### config.mk
export PLATFORM = sky130hd
export DESIGN_NAME = uart_frac_rx
export DESIGN_NICKNAME = d
export VERILOG_FILES = /design/src/rtl/urx_pkg.sv /design/src/rtl/urx_datapath.sv /design/src/rtl/urx_control.sv /design/src/rtl/uart_frac_rx.sv
export SDC_FILE = /design/constraint.sdc
export NUM_CORES = 1
export LEC_CHECK = 0
export ABC_CLOCK_PERIOD_IN_PS = 6000
export BUFFER_PORTS_ARGS = -buffer_cell sky130_fd_sc_hd__buf_2
export CORE_MARGIN = 4
export CORE_UTILIZATION = 56
export CTS_BUF_LIST = sky130_fd_sc_hd__clkbuf_2
export DETAILED_ROUTE_END_ITERATION = 8
export PLACE_DENSITY = 0.75
export SETUP_SLACK_MARGIN = 0.1
export SLEW_MARGIN = 20
export SYNTH_ARGS = -nofsm -noshare
export SYNTH_HDL_FRONTEND = slang
export SYNTH_SLANG_ARGS = --single-unit
export TNS_END_PERCENT = 30
### constraint.sdc
create_clock -name clk -period 6 [get_ports clk]
set_clock_uncertainty 0.2 [all_clocks]
set_input_delay 0.6 -clock clk [delete_from_list [all_inputs] [get_ports clk]]
set_output_delay 0.6 -clock clk [all_outputs]
set_load 0.01 [all_outputs]
### src/rtl/urx_pkg.sv
package urx_pkg;
  typedef enum logic [2:0] {
    S_IDLE, S_START, S_DATA, S_PAR, S_STOP, S_HOLD
  } rxState_t;

  // Events reported by the datapath to the controller.
  typedef struct packed {
    logic fallEdge;
    logic midHit;
    logic bitEnd;
    logic lineHigh;
  } rxEvt_t;

  // Strobes issued by the controller to the datapath.
  typedef struct packed {
    logic       restart;
    logic       takeBit;
    logic       takePar;
    logic       endFrame;
    logic [2:0] bitIdx;
  } rxCtl_t;
endpackage

### src/rtl/urx_datapath.sv
module urx_datapath
  import urx_pkg::*;
#(
  parameter int INT_W       = 16,
  parameter int FRAC_W      = 8,
  parameter int SYNC_STAGES = 2
) (
  input  logic                    clk,
  input  logic                    rstN,
  input  logic                    rxLine,
  input  logic [INT_W+FRAC_W-1:0] divisor,
  input  logic [1:0]              osrSel,
  input  logic                    sevenBit,
  input  logic                    parityEn,
  input  logic                    parityOdd,
  input  rxCtl_t                  ctl,
  output rxEvt_t                  evt,
  output logic [7:0]              rxData,
  output logic                    rxValid,
  output logic                    frameErr,
  output logic                    parityErr
);
  localparam int DIV_W = INT_W + FRAC_W;
  localparam int PH_W  = DIV_W + 1;
  localparam logic [PH_W-1:0] ONE = PH_W'(1) << FRAC_W;
  // Phase loaded on a start edge: time already spent in the synchroniser.
  localparam logic [PH_W-1:0] SYNC_COMP = PH_W'(SYNC_STAGES - 1) << FRAC_W;

  // synchroniser chain, idle high
  logic [SYNC_STAGES-1:0] syncQ;
  logic rxS, rxPrev;
  always_ff @(posedge clk) begin
    if (!rstN) begin
      syncQ  <= '1;
      rxPrev <= 1'b1;
    end else begin
      syncQ  <= {syncQ[SYNC_STAGES-2:0], rxLine};
      rxPrev <= rxS;
    end
  end
  assign rxS = syncQ[SYNC_STAGES-1];

  // Fractional bit-phase register (1/2^FRAC_W clock units)
  logic [PH_W-1:0]  phase, phNext, divExt, midMark, earlyMark, lateMark, stepExt;
  logic [2:0]       osrLog;
  logic             centreOnly, crossEarly, crossMid, crossLate, hitEnd;

  always_comb begin
    centreOnly = osrSel[1];
    osrLog     = (osrSel == 2'd0) ? 3'd4 : 3'd3;
    divExt     = {1'b0, divisor};
    stepExt    = divExt >> osrLog;
    midMark    = divExt >> 1;
    earlyMark  = midMark - stepExt;
    lateMark   = midMark + stepExt;
    phNext     = phase + ONE;
    hitEnd     = phNext >= divExt;
    crossEarly = (phase < earlyMark) && (phNext >= earlyMark);
    crossMid   = (phase < midMark)   && (phNext >= midMark);
    crossLate  = (phase < lateMark)  && (phNext >= lateMark);
  end

  always_ff @(posedge clk) begin
    if (!rstN)            phase <= '0;
    else if (ctl.restart) phase <= SYNC_COMP;
    else if (hitEnd)      phase <= phNext - divExt;
    else                  phase <= phNext;
  end

  // Three samples around the bit centre
  logic s0, s1, s2, voteBit;
  always_ff @(posedge clk) begin
    if (!rstN) begin
      s0 <= 1'b1; s1 <= 1'b1; s2 <= 1'b1;
    end else begin
      if (crossEarly) s0 <= rxS;
      if (crossMid)   s1 <= rxS;
      if (crossLate)  s2 <= rxS;
    end
  end
  assign voteBit = centreOnly ? s1 : ((s0 & s1) | (s0 & s2) | (s1 & s2));

  assign evt.fallEdge = rxPrev & ~rxS;
  assign evt.midHit   = crossMid;
  assign evt.bitEnd   = hitEnd;
  assign evt.lineHigh = rxS;

  // Assembly and result registers
  logic [7:0] shReg;
  logic       parBit, dataXor;
  assign dataXor = sevenBit ? ^shReg[6:0] : ^shReg;

  always_ff @(posedge clk) begin
    if (!rstN) begin
      shReg     <= '0;
      parBit    <= 1'b0;
      rxData    <= '0;
      rxValid   <= 1'b0;
      frameErr  <= 1'b0;
      parityErr <= 1'b0;
    end else begin
      if (ctl.restart) shReg <= '0;
      else if (ctl.takeBit) shReg[ctl.bitIdx] <= voteBit;
      if (ctl.takePar) parBit <= voteBit;
      rxValid   <= ctl.endFrame;
      frameErr  <= ctl.endFrame & ~rxS;
      parityErr <= ctl.endFrame & parityEn & (dataXor ^ parBit ^ parityOdd);
      if (ctl.endFrame) rxData <= sevenBit ? {1'b0, shReg[6:0]} : shReg;
    end
  end
endmodule

### src/rtl/urx_control.sv
module urx_control
  import urx_pkg::*;
(
  input  logic   clk,
  input  logic   rstN,
  input  logic   sevenBit,
  input  logic   parityEn,
  input  rxEvt_t evt,
  output rxCtl_t ctl
);
  rxState_t   state, stateNext;
  logic [2:0] bitIdx;
  logic       lastBit;

  assign lastBit = (bitIdx == (sevenBit ? 3'd6 : 3'd7));

  always_comb begin
    stateNext = state;
    case (state)
      S_IDLE:  if (evt.fallEdge) stateNext = S_START;
      S_START: if (evt.midHit && evt.lineHigh) stateNext = S_IDLE;
               else if (evt.bitEnd) stateNext = S_DATA;
      S_DATA:  if (evt.bitEnd && lastBit) stateNext = parityEn ? S_PAR : S_STOP;
      S_PAR:   if (evt.bitEnd) stateNext = S_STOP;
      S_STOP:  if (evt.midHit) stateNext = evt.lineHigh ? S_IDLE : S_HOLD;
      S_HOLD:  if (evt.lineHigh) stateNext = S_IDLE;
      default: stateNext = S_IDLE;
    endcase
  end

  always_ff @(posedge clk) begin
    if (!rstN) begin
      state  <= S_IDLE;
      bitIdx <= '0;
    end else begin
      state <= stateNext;
      if (state == S_START) bitIdx <= '0;
      else if (state == S_DATA && evt.bitEnd) bitIdx <= bitIdx + 3'd1;
    end
  end

  always_comb begin
    ctl.restart  = (state == S_IDLE) && evt.fallEdge;   // re-align
    ctl.takeBit  = (state == S_DATA) && evt.bitEnd;
    ctl.takePar  = (state == S_PAR)  && evt.bitEnd;
    ctl.endFrame = (state == S_STOP) && evt.midHit;
    ctl.bitIdx   = bitIdx;
  end
endmodule

### src/rtl/uart_frac_rx.sv
module uart_frac_rx
  import urx_pkg::*;
#(
  parameter int INT_W       = 16,
  parameter int FRAC_W      = 8,
  parameter int SYNC_STAGES = 2
) (
  input  logic                    clk,
  input  logic                    rstN,
  input  logic                    rxLine,
  input  logic [INT_W+FRAC_W-1:0] divisor,
  input  logic [1:0]              osrSel,
  input  logic                    sevenBit,
  input  logic                    parityEn,
  input  logic                    parityOdd,
  output logic [7:0]              rxData,
  output logic                    rxValid,
  output logic                    frameErr,
  output logic                    parityErr
);
  rxEvt_t evt;
  rxCtl_t ctl;

  urx_datapath #(.INT_W(INT_W), .FRAC_W(FRAC_W), .SYNC_STAGES(SYNC_STAGES)) i_dp (
    .clk(clk), .rstN(rstN), .rxLine(rxLine), .divisor(divisor), .osrSel(osrSel),
    .sevenBit(sevenBit), .parityEn(parityEn), .parityOdd(parityOdd),
    .ctl(ctl), .evt(evt), .rxData(rxData), .rxValid(rxValid),
    .frameErr(frameErr), .parityErr(parityErr)
  );

  urx_control i_ctl (
    .clk(clk), .rstN(rstN), .sevenBit(sevenBit), .parityEn(parityEn),
    .evt(evt), .ctl(ctl)
  );
endmodule

==> Word level (Yosys, flattened, before mapping) <==
Cells that the tools add are included.
{ "word_totals": {"ff_bits": 57, "wordCells": 92} }
{ "classes": {"n_addsub": 5, "n_lt_le_gt_ge": 9, "n_eq_ne": 12, "shift": 1, "n_mux": 20, "n_bitwise": 13, "n_reduce_logical": 17} }
{ "op_table": {"columns": ["cell", "count"], "rows": [
  ["25-bit >= comparator", 2],
  ["25-bit less-than comparator", 2],
  ["3-bit two-way mux", 10],
  ["23-bit by 25-bit adder with 25-bit output", 1],
  ["25-bit by 9-bit adder with 25-bit output (second input constant)", 1],
  ["25-bit by 23-bit >= comparator with 1-bit output", 1],
  ["25-bit by 24-bit >= comparator with 1-bit output", 1],
  ["25-bit by 23-bit less-than comparator with 1-bit output", 1],
  ["25-bit two-way mux", 1],
  ["24-bit by 3-bit right shift with 25-bit output", 1],
  ["23-bit by 25-bit subtractor with 25-bit output", 1],
  ["25-bit by 24-bit subtractor with 25-bit output", 1],
  ["3-bit one-hot mux with 6 select lines", 1],
  ["1-bit logical AND", 10],
  ["9-bit two-way mux", 1],
  ["8-bit bitwise mux", 1],
  ["8-bit two-way mux", 1],
  ["8-bit parity", 1],
  ["1-bit AND", 7],
  ["7-bit parity", 1],
  ["3-bit by 2-bit equality test with 1-bit output (second input constant)", 2],
  ["3-bit equality test (second input constant)", 2],
  ["2-bit != test (second input constant)", 3],
  ["6-bit AND reduction", 1],
  ["other kinds (15)", 23]
]} }

==> Longest topological paths before layout <==
Gate-level depths: netlist of run 1.
{ "depth": {"word_depth": 6, "depth_mapped": 27, "mapped_depth_nobuf": 26} }

==> Hierarchy <==
A second synthesis of run 1 with hierarchy kept.
{ "hier_totals": {"cells_unflattened": 1182, "hier_area_um2": 9251.4} }
{ "modules_own_cells": {"columns": ["module", "n_inst", "cells_per_inst", "area_per_inst_um2", "seq_area_each_um2"], "rows": [
  ["urx_datapath", 1, 1132, 8848.5, 1021.0],
  ["urx_control", 1, 50, 402.9, 120.1]
]} }

==> Least setup slack after synthesis of run 1 <==
Ideal clock, no wire load.
{ "synth_timing": {"path_kind": "input to register", "start": "input osrSel[1]", "end": "register i_dp.s0", "setup_ps": 122, "arrival_time_ps": 5113, "required_ps": 5678, "setup_slack_ps": 564, "cell_stages": 26, "path_buffers": 1, "cell_sequence": "nor2_1 > clkbuf_1 > o21ai_0 > ha_1 > fa_1 > o21bai_1 > nand2_1 > and2_1 > nor2_1 > a21oi_1 > o31ai_1 > a21oi_1 > nor2_1 > nor2_1 > xnor2_1 > ha_1 > a21oi_1 > nor2b_1 > o21ai_0 > nand2b_1 > a221o_1 > maj3_2 > maj3_2 > a21oi_1 > o22ai_1 > mux2i_1"} }
{ "synth_between": {"elab_chain_len": 6, "elab_cells_between_ends": 7, "cone_classes": "add/sub: 1; order compare: 2; shift: 1; mux: 1; reduce/logical: 2"} }
{ "synth_rtl": {"columns": ["item", "line", "text"], "rows": [
  ["from (decl)", "uart_frac_rx.sv:12", "input logic [1:0] osrSel,"],
  ["2-bit logical NOT *", "urx_datapath.sv:50", "osrLog = (osrSel == 2'd0) ? 3'd4 : 3'd3;"],
  ["3-bit two-way mux *", "urx_datapath.sv:50", null],
  ["24-bit by 3-bit right shift with 25-bit output *", "urx_datapath.sv:52", "stepExt = divExt >> osrLog;"],
  ["23-bit by 25-bit subtractor with 25-bit output *", "urx_datapath.sv:54", "earlyMark = midMark - stepExt;"],
  ["25-bit less-than comparator or 25-bit >= comparator (tied branches)", "urx_datapath.sv:58", "crossEarly = (phase < earlyMark) && (phNext >= earlyMark);"],
  ["1-bit logical AND *", "urx_datapath.sv:58", null],
  ["to (signal assigned)", "urx_datapath.sv:76", "if (crossEarly) s0 <= rxS;"],
  ["to (decl)", "urx_datapath.sv:71", "logic s0, s1, s2, voteBit;"]
]} }
Every way passes the cells marked *; elsewhere a longest branch is shown, timed or not.
A chain may end at the register's enable or synchronous reset.

==> Worst setup path in the final report of run 1 <==
Ends and elaborated chain as after synthesis.

==> run metrics, run 1 <==
placed instance count=roughly 1400; clock root cell=clkbuf_2; Antenna Nets Post-Route=0; crit end category=flop; CTS Buf Count=9; met1 Use GR=36.68%; post-detail-place hpwl=around 19 mm; setup TNS=0 ns; register area share after synthesis=12.87%; Hold Crit Class=in2reg; Least-Margin Pin Slew=0.8999 ns; synth warn=0; CP Max Fanout=28; router iterations before antenna repair=5; Area contributors post-synth=ha_1, dfxtp_1, xnor2_1; status=complete, no violations; largest net degree at the start of global routing=29; wire per inst=16.89 µm; peak supply drop=~0.22 mV; startpoint types=input pin; ys async rst share=0%; total power draw=between 2 and 3 mW; GRT Total Usage=26.20%; Final Non-Filler Cells=around 1400; Max Cap Violations=0; Port Buffers=42; Worst Path Arrival=5.68 ns; TritonCTS Sinks=57; routing usage on met2=41.89%; via count=8150; tightest hold margin=roughly 0.07 ns; share of cells above drive strength 1=roughly 8.5%; initial core utilization=57.70%; Top Usage Layer GRT=met2; area growth from synthesis to layout=6.970%; #FFs+latches synth=57; die area=0.01791 mm²; CP Buf/Inv Count=3; n_diodes=0; most used cell, CP=a21oi_1; CP peak stage delay=0.43 ns; Global Route met3 Usage=around 3.4%; worst path required time=6.26 ns; htree depth=3; initial antenna violation count=0; Clock Tree Buf Depth=2; Main synth FF type=dfxtp_1; vias in the first global route=a little under 8000; final WL=23.24 mm; Post-CTS Setup Inserts=0; die width=133.8 µm; RSZ-0062 raised after global routing=no; Lkg Pwr=4.719 nW; PwrDens=around 310 mW/mm²; Final period util=approximately nine tenths; Die Y=about 130 µm; Final Util=61.72%; Reg clk slew, reported paths=0.20 ns; Final Hold Vio Count=0; CTS tree=yes; initial drt markers=612; clock latency on the worst-skew pair=0.53 ns; Post-Syn Instances=1115; Vias/cell=5.923; Yosys cell types=between 70 and 80; top cell type's share of synthesized area=about 27%; Syn Area/Cell=7.954 µm²; IO Pins=43; Post-CTS Hold Fix Bufs=0; commonest non-fill, non-tap cell in the layout=ha_1; Overflow after GRT=0; min cycle time layout=5.419 ns; Final Wtd Congestion=between 0.9 and 1; Final nets=1387; largest area contributor in the netlist=ha_1; CP top delay family=compound AO/OA/AOI/OAI gates; max-slew violations=0; Crit Path Class=in2reg; number of synthesized flops with an enable pin=0; final setup violation count=0; # rows=between 40 and 50; DRC Markers=0; post_cts resized=0; worst rel slew slack=40.01%; CORE AREA=0.01537 mm²; first-pass GRT wire length=38.84 mm; FMAX=0.1845 GHz; Critical-path top delay cell=or3_1; cell area after synthesis=0.008869 mm²; most frequent cells in the layout=ha_1, nor2_1, nand2_1
## Yosys cell counts, drive strengths merged, types with 9 or more instances
master	instances
a211oi	13
a21o	45
a21oi	68
a31oi	12
and3	14
buf	13
clkbuf	16
dfxtp	57
ha	192
inv	72
mux2i	34
nand2	81
nand2b	19
nand3	34
nand4	22
nor2	86
nor2b	32
nor3	20
o21a	11
o21ai	70
o21bai	18
or3	9
xnor2	61
xor2	31
## cell type report
| class | instances | area, µm² |
|---|---|---|
| clock buffer | 9 | 45.04 |
| clock inverter | 7 | 118.9 |
| fill | 1397 | 5884 |
| inverter | 72 | 270.3 |
| multi-input combinational | 960 | 7289 |
| sequential | 57 | 1141 |
| tap | 211 | 264.0 |
| timing repair buffer | 60 | 357.8 |
## sequential cells by signal, summed over array words and instances (netlist names)
signal and flops:
i_ctl.state 3, i_dp.frameErr 1, i_dp.s0 1, i_dp.parBit 1, i_dp.rxValid 1, i_ctl.bitIdx 3, i_dp.rxData 8, i_dp.shReg 8
i_dp.rxPrev 1, i_dp.s1 1, i_dp.syncQ 2, i_dp.phase 25, i_dp.parityErr 1, i_dp.s2 1
## path summary, 6_finish.rpt
kind | endpoint | depth (start not counted) | start | slack, ns
max reg2reg | i_ctl.state[2]$_SDFFE_PN0P_ | 14 | i_dp.phase[13]$_SDFF_PP0_ | 1.32
max | i_dp.s0$_SDFFE_PN1P_ | 27 | osrSel[1] | 0.58
min reg2reg | i_dp.syncQ[1]$_SDFF_PN1_ | 1 | i_dp.syncQ[0]$_SDFF_PN1_ | 0.23
min | i_dp.syncQ[0]$_SDFF_PN1_ | 2 | rxLine | 0.07
## where the power goes
group	leakage (nW)	internal, mW	switching (mW)
clock	0.0897	0.179	0.167
sequential	0.462	0.444	0.135
combinational	4.17	0.885	1.15
total	4.72	1.51	1.45
## metrics by stage
step | worst slack [ns] | area (µm²)
5_1_grt | 0.1179 | 9487
6_report | 0.5812 | 9487
4_1_cts | 0.6533 | 9487
3_5_place_dp | 0.1010 | 9323
2_1_floorplan | 0.5641 | 8884
3_3_place_gp | 0.2300 | 9323
## logic make-up after synthesis
logic type / synth area share (%)
and+or+nand+nor: 19.06
AOI/OAI and AO/OA: 21.35
adders and majority gates: 28.58
buffers and inverters: 5.135
xor gates and xnor gates: 9.086
DFF: 12.87
muxes: 3.838
other: 0.08468
## routing by layer
layer  vias up  part of all wire (%)
met5         -                     0
met2       248                    44
met3        53                   5.6
met4         0                   2.5
met1      3750                    48
li1       4099                     -
Note: power is estimated with default switching activity, not from simulation.
==> inputs of run 2 (changes only) <==
--- a/config.mk
+++ b/config.mk
@@ -7,6 +7,7 @@
 export LEC_CHECK = 0
 export ABC_CLOCK_PERIOD_IN_PS = 6000
 export BUFFER_PORTS_ARGS = -buffer_cell sky130_fd_sc_hd__buf_2
+export CORE_ASPECT_RATIO = 2
 export CORE_MARGIN = 4
 export CORE_UTILIZATION = 56
 export CTS_BUF_LIST = sky130_fd_sc_hd__clkbuf_2
==> run 2 against run 1 <==
Compared with the run above: worst setup slack got worse by 0.14 ns; critical endpoint unchanged; sequential share of layout area barely moved; hold slack better by 0.049 ns; largest power group unchanged.
==> run metrics, run 2 (synthesis results as in run 1) <==
status=complete, no violations; TritonCTS Sinks=57; final WL=25.81 mm; # rows=64; Vias/cell=6.109; largest net degree at the start of global routing=26; peak supply drop=roughly 0.3 mV; tightest hold margin=0.1176 ns; vias in the first global route=8418; via count=about 8400; Lkg Pwr=approximately 4.7 nW; Crit Path Class=in2reg; Clk pwr share=a little under 10%; switching fraction of total power=50.13%; PwrDens=310.8 mW/mm²; Flop pwr share=19.7%; Least-Margin Pin Slew=between 1 and 1.5 ns; Port Buffers=42; clock root cell=clkbuf_2; initial drt markers=338; Final period util=92.66%; DRC Markers=0; most frequent cells in the layout=ha_1, nor2_1, nand2_1; worst rel slew slack=30.19%; post-detail-place hpwl=21.94 mm; RSZ-0062 raised after global routing=no; initial core utilization=a little under three fifths; Reg with most FFs=i_dp.phase; IO Pins=between 40 and 50; Internal=1.472 mW; Clock Tree Buf Depth=2; Reg clk slew, reported paths=0.17 ns; CORE AREA=between 0.015 and 0.02 mm²; CTS Buf Count=9; worst path required time=6.27 ns; Final Hold Vio Count=0; htree depth=3; # fillers=1419; clock latency on the worst-skew pair=~0.55 ns; FMAX=0.1799 GHz; router iterations before antenna repair=5; Largest register FFs=25; CP Max Fanout=16; biggest regs=i_dp.phase: 25 flops, i_dp.rxData: 8 flops, i_dp.shReg: 8 flops; max-slew violations=0; startpoint types=input pin; GRT Total Usage=28.60%; crit end category=flop; Overflow after GRT=0; total power draw=2.951 mW; wire per inst=~19 µm; final setup violation count=0; min cycle time layout=approximately 5.6 ns; Max Cap Violations=0; Die Y=~190 µm; Final Wtd Congestion=0.9749; commonest non-fill, non-tap cell in the layout=ha_1; first-pass GRT wire length=slightly above 40 mm; share of cells above drive strength 1=8.796%; Worst Path Arrival=5.83 ns; combinational share of power=70.4%; die width=96.99 µm; Antenna Nets Post-Route=0; switching power=1.479 mW; Final nets=1394; area growth from synthesis to layout=7.040%; Hold Crit Class=in2reg; die area=0.01804 mm²; CTS tree=yes; initial antenna violation count=1
## run 2: cell count changes in the layout (fill, tap and decap cells not counted), sizes merged
cell	before	now
buf	60	66
bufinv	3	2
diode	0	1
dlygate4sd3	0	1
## run 2: final timing paths
kind                            startpoint                        end  slack, ns  cells past startpoint
setup / recovery                 osrSel[1]       i_dp.s0$_SDFFE_PN1P_       0.44                     26
hold / removal                    parityEn  i_dp.parityErr$_SDFF_PN0_       0.12                      2
setup reg to reg  i_dp.phase[8]$_SDFF_PN0_  i_dp.phase[10]$_SDFF_PP0_       1.27                     14
hold reg to reg   i_dp.syncQ[0]$_SDFF_PN1_   i_dp.syncQ[1]$_SDFF_PN1_       0.23                      1
## run 2: area by class of cell
class / instances / area [µm²] / share of cell area [%]
clock inverter: 6 / 83.83 / 0.8831
timing repair buffer: 67 / 412.9 / 4.350
inverter: 72 / 270.3 / 2.847
clock buffer: 9 / 45.04 / 0.4745
tap: 198 / 247.7 / 2.610
antenna: 1 / 2.502 / 0.02636
multi-input combinational: 960 / 7289 / 76.79
sequential: 57 / 1141 / 12.02
## run 2: power groups by stage
stage / sequential [mW] / clock, mW / combinational, mW
after global placement: 0.587 / 0 / 1.99
after detailed placement: 0.587 / 0 / 2.03
after floorplan: 0.526 / 0 / 1.56
final: 0.582 / 0.291 / 2.08
after global routing: 0.591 / 0.309 / 2.32
after CTS: 0.578 / 0.297 / 2.06
## run 2: timing repair
item / 4_1_cts / 5_1_grt
resized for setup: 0 / 0
hold buffers: 1 / 0
endpoints found under the hold margin: 1 / 0
setup buffers: 0 / 0
## run 2: layer usage
metal | track usage [%] | wire [µm]
met5 | 0 | 0
met4 | 23.00 | 2305
met3 | 3.638 | 839
met2 | 56.40 | 13910
met1 | 25.50 | 8760
## run 2: per-stage QoR
| step | worst slack, ns | std cells | util (%) | setup TNS (ns) | cell area, µm² |
|---|---|---|---|---|---|
| 3_3_place_gp | 0.1022 | 1353 | 60.51 | 0 | 9351 |
| 4_1_cts | 0.5386 | 1369 | 61.41 | 0 | 9490 |
| 2_1_floorplan | 0.5641 | 1119 | - | 0 | 8884 |
| 3_5_place_dp | -0.03541 | 1353 | 60.51 | -0.03541 | 9351 |
| 5_1_grt | 0.1066 | 1370 | 61.42 | 0 | 9493 |
| 6_report | 0.4402 | 1370 | 61.42 | 0 | 9493 |
## run 2: critical path: stages
cell	delay, ns
buf_2	0.13
nor2_2	0.17
buf_12	0.17
o21ai_0	0.15
ha_1	0.26
fa_1	0.41
o21bai_1	0.22
nand2_1	0.13
and2_1	0.21
nor2_1	0.17
a21oi_1	0.14
o31ai_1	0.32
a21oi_1	0.12
nor2_1	0.11
nor2_1	0.06
xnor2_1	0.29
ha_1	0.31
o21ai_0	0.16
o21bai_1	0.09
a221o_1	0.39
a21o_1	0.20
maj3_1	0.36
o21ai_0	0.15
nor2_1	0.05
o22ai_1	0.21
mux2i_1	0.22
==> inputs of run 3 (changes only) <==
--- a/config.mk
+++ b/config.mk
@@ -5,14 +5,15 @@
 export SDC_FILE = /design/constraint.sdc
 export NUM_CORES = 1
 export LEC_CHECK = 0
-export ABC_CLOCK_PERIOD_IN_PS = 6000
+export ABC_CLOCK_PERIOD_IN_PS = 4750
 export BUFFER_PORTS_ARGS = -buffer_cell sky130_fd_sc_hd__buf_2
 export CORE_ASPECT_RATIO = 2
 export CORE_MARGIN = 4
 export CORE_UTILIZATION = 56
 export CTS_BUF_LIST = sky130_fd_sc_hd__clkbuf_2
 export DETAILED_ROUTE_END_ITERATION = 8
-export PLACE_DENSITY = 0.75
+export PLACE_DENSITY = 0.78
+export RECOVER_POWER = 25
 export SETUP_SLACK_MARGIN = 0.1
 export SLEW_MARGIN = 20
 export SYNTH_ARGS = -nofsm -noshare
==> constraint.sdc (replaced) <==
create_clock -name clk -period 4.75 [get_ports clk]
set_clock_uncertainty 0.2 [all_clocks]
set_input_delay 0.475 -clock clk [delete_from_list [all_inputs] [get_ports clk]]
set_output_delay 0.475 -clock clk [all_outputs]
set_load 0.01 [all_outputs]
==> run 3 against run 2 <==
Compared with the run above: the flow now finishes with violations (negative setup slack); sequential share of layout area is 1.9 points lower; critical path type unchanged; critical path depth unchanged; non-clock buffer count is 172 higher; clock power is 9.3% higher; global-route usage grew 1.3 points; utilization up 12 points; first-iteration DRC count increased by 38%; final cell count grew 13%.
==> run metrics, run 3 (synthesis results as in run 1) <==
Reg clk slew, reported paths=0.23 ns; die width=between 90 and 100 µm; wire per inst=19.74 µm; post-layout instance area=0.01129 mm²; CTS Buf Count=9; Vias/cell=6.159; Crit Path Class=in2reg; Final period util=103.6%; clock latency on the worst-skew pair=0.55 ns; PwrDens=376.5 mW/mm²; area post-placement=roughly 0.010 mm²; R2R Path Start=i_dp.phase[14]$_SDFF_PP0_; via count=9503; worst rel slew slack=36.80%; initial antenna violation count=1; Lkg Pwr=5.676 nW; CORE AREA=~0.015 mm²; DRC Markers=0; Antenna Nets Post-Route=0; largest net degree at the start of global routing=27; area growth from synthesis to layout=27.36%; crit end category=flop; CP Max Fanout=7; TritonCTS Sinks=57; most frequent cells in the layout=ha_1, buf_4, nor2_1; FMAX=0.2032 GHz; total power draw=between 4 and 5 mW; htree depth=3; Die Y=approximately 190 µm; Final nets=1566; Reg with most FFs=i_dp.phase; commonest non-fill, non-tap cell in the layout=ha_1; status=complete, but fails checks; CTS tree=yes; startpoint types=input pin; Hold Crit Class=in2reg; share of cells above drive strength 1=~25%; peak supply drop=0.3412 mV; Max Cap Violations=0; Largest register FFs=25; Worst Setup SP=osrSel[0]; vias in the first global route=9616; Worst Path Arrival=5.14 ns; r2r setup slk=0.28 ns; Final Non-Filler Cells=around 1500; Final Util=approximately 73%; final setup violation count=2; RSZ-0062 raised after global routing=yes; Clock Tree Buf Depth=2; Port Buffers=42; first-pass GRT wire length=44.19 mm; initial drt markers=465; final WL=30.46 mm; router iterations before antenna repair=5; max-slew violations=0; biggest regs=i_dp.phase: 25 flops, i_dp.rxData: 8 flops, i_dp.shReg: 8 flops; Setup WS post-layout=-0.1712 ns; placed instance count=about 1500; IO Pins=43; setup TNS=-0.3196 ns; clock root cell=clkbuf_2; Final Wtd Congestion=between 0.9 and 1; CP Capture Point=i_dp.s0$_SDFFE_PN1P_; worst path required time=4.97 ns; post-detail-place hpwl=between 20 and 25 mm; Overflow after GRT=0; RR Endpoint=i_ctl.state[0]$_SDFFE_PN0P_; Least-Margin Pin Slew=0.9481 ns; initial core utilization=between 50% and 60%; r2r worst-path depth=14; # rows=64; min cycle time layout=~4.9 ns; die area=0.01804 mm²; GRT Total Usage=around 30%; failing checks=negative setup slack; Final Hold Vio Count=0
run 3: cell count changes in the layout (fill, tap and decap cells not counted), sizes merged:
cell,delta
buf,+158
bufinv,-1
clkbuf,+14
clkinvlp,+1
dlygate4sd3,+1
run 3: what timing repair did:
action                                 CTS  global route
endpoints found under the hold margin    2             0
gates cloned                             0             3
pin swaps                                3            87
setup endpoints to repair                2            24
resized for setup                        6            94
setup buffers                            0            25
hold buffers                             2             0
run 3: power by group:
part           internal [mW]  leakage (nW)  switching (mW)
Sequential             0.562         0.463           0.175
Clock                  0.120        0.0654           0.199
Combinational           1.47          5.15            1.73
run 3: worst min-delay path by stage:
stage / from / to / slack (ns) / depth (start not counted)
floorplan: i_dp.syncQ[0]$_SDFF_PN1_ / i_dp.syncQ[1]$_SDFF_PN1_ / 0.19 / 1
global placement: i_dp.syncQ[0]$_SDFF_PN1_ / i_dp.syncQ[1]$_SDFF_PN1_ / 0.19 / 1
detailed placement: i_dp.syncQ[0]$_SDFF_PN1_ / i_dp.syncQ[1]$_SDFF_PN1_ / 0.19 / 1
CTS: divisor[0] / i_dp.phase[0]$_SDFFE_PP0N_ / 0.02 / 3
global route: divisor[0] / i_dp.phase[0]$_SDFFE_PP0N_ / 0.02 / 3
finish: divisor[0] / i_dp.phase[0]$_SDFFE_PP0N_ / 0.04 / 3
run 3: stage by stage:
stage / setup WS, ns / hold slack, ns
2_1_floorplan: -0.08479 / 0.1863
3_3_place_gp: -0.5779 / 0.1916
3_5_place_dp: -0.6766 / 0.1932
4_1_cts: -0.1049 / 0.02103
5_1_grt: -0.3341 / 0.02455
6_report: -0.1712 / 0.04083
run 3: final cells by class:
class                      count  area (µm²)
clock inverter                 6       58.81
sequential                    57        1142
antenna                        1       2.502
timing repair buffer         239        1802
inverter                      72       270.3
fill                        1126        4160
clock buffer                  10       50.05
tap                          198       247.7
multi-input combinational    960        7721
run 3: critical path: stages:
cell,delay (ns)
buf_6,0.10
nor2_4,0.20
buf_12,0.18
nand2_1,0.08
o21ai_1,0.19
ha_1,0.34
buf_4,0.16
nor3_4,0.18
nand2_1,0.11
o221a_4,0.25
nor3b_2,0.26
nor4bb_2,0.10
xnor2_1,0.26
buf_4,0.16
buf_4,0.09
ha_1,0.24
nand2_1,0.09
nor2_1,0.06
a211oi_2,0.22
o21ai_2,0.11
a221o_1,0.31
maj3_2,0.31
maj3_2,0.32
a21oi_2,0.14
o22ai_2,0.08
mux2i_1,0.12
run 3: metal layers:
metal | part of all wire [%] | GRT usage, %
met1 | 33 | 27.33
met2 | 52 | 58.22
met3 | 4.5 | 3.751
met4 | 11 | 24.24
met5 | 0 | 0
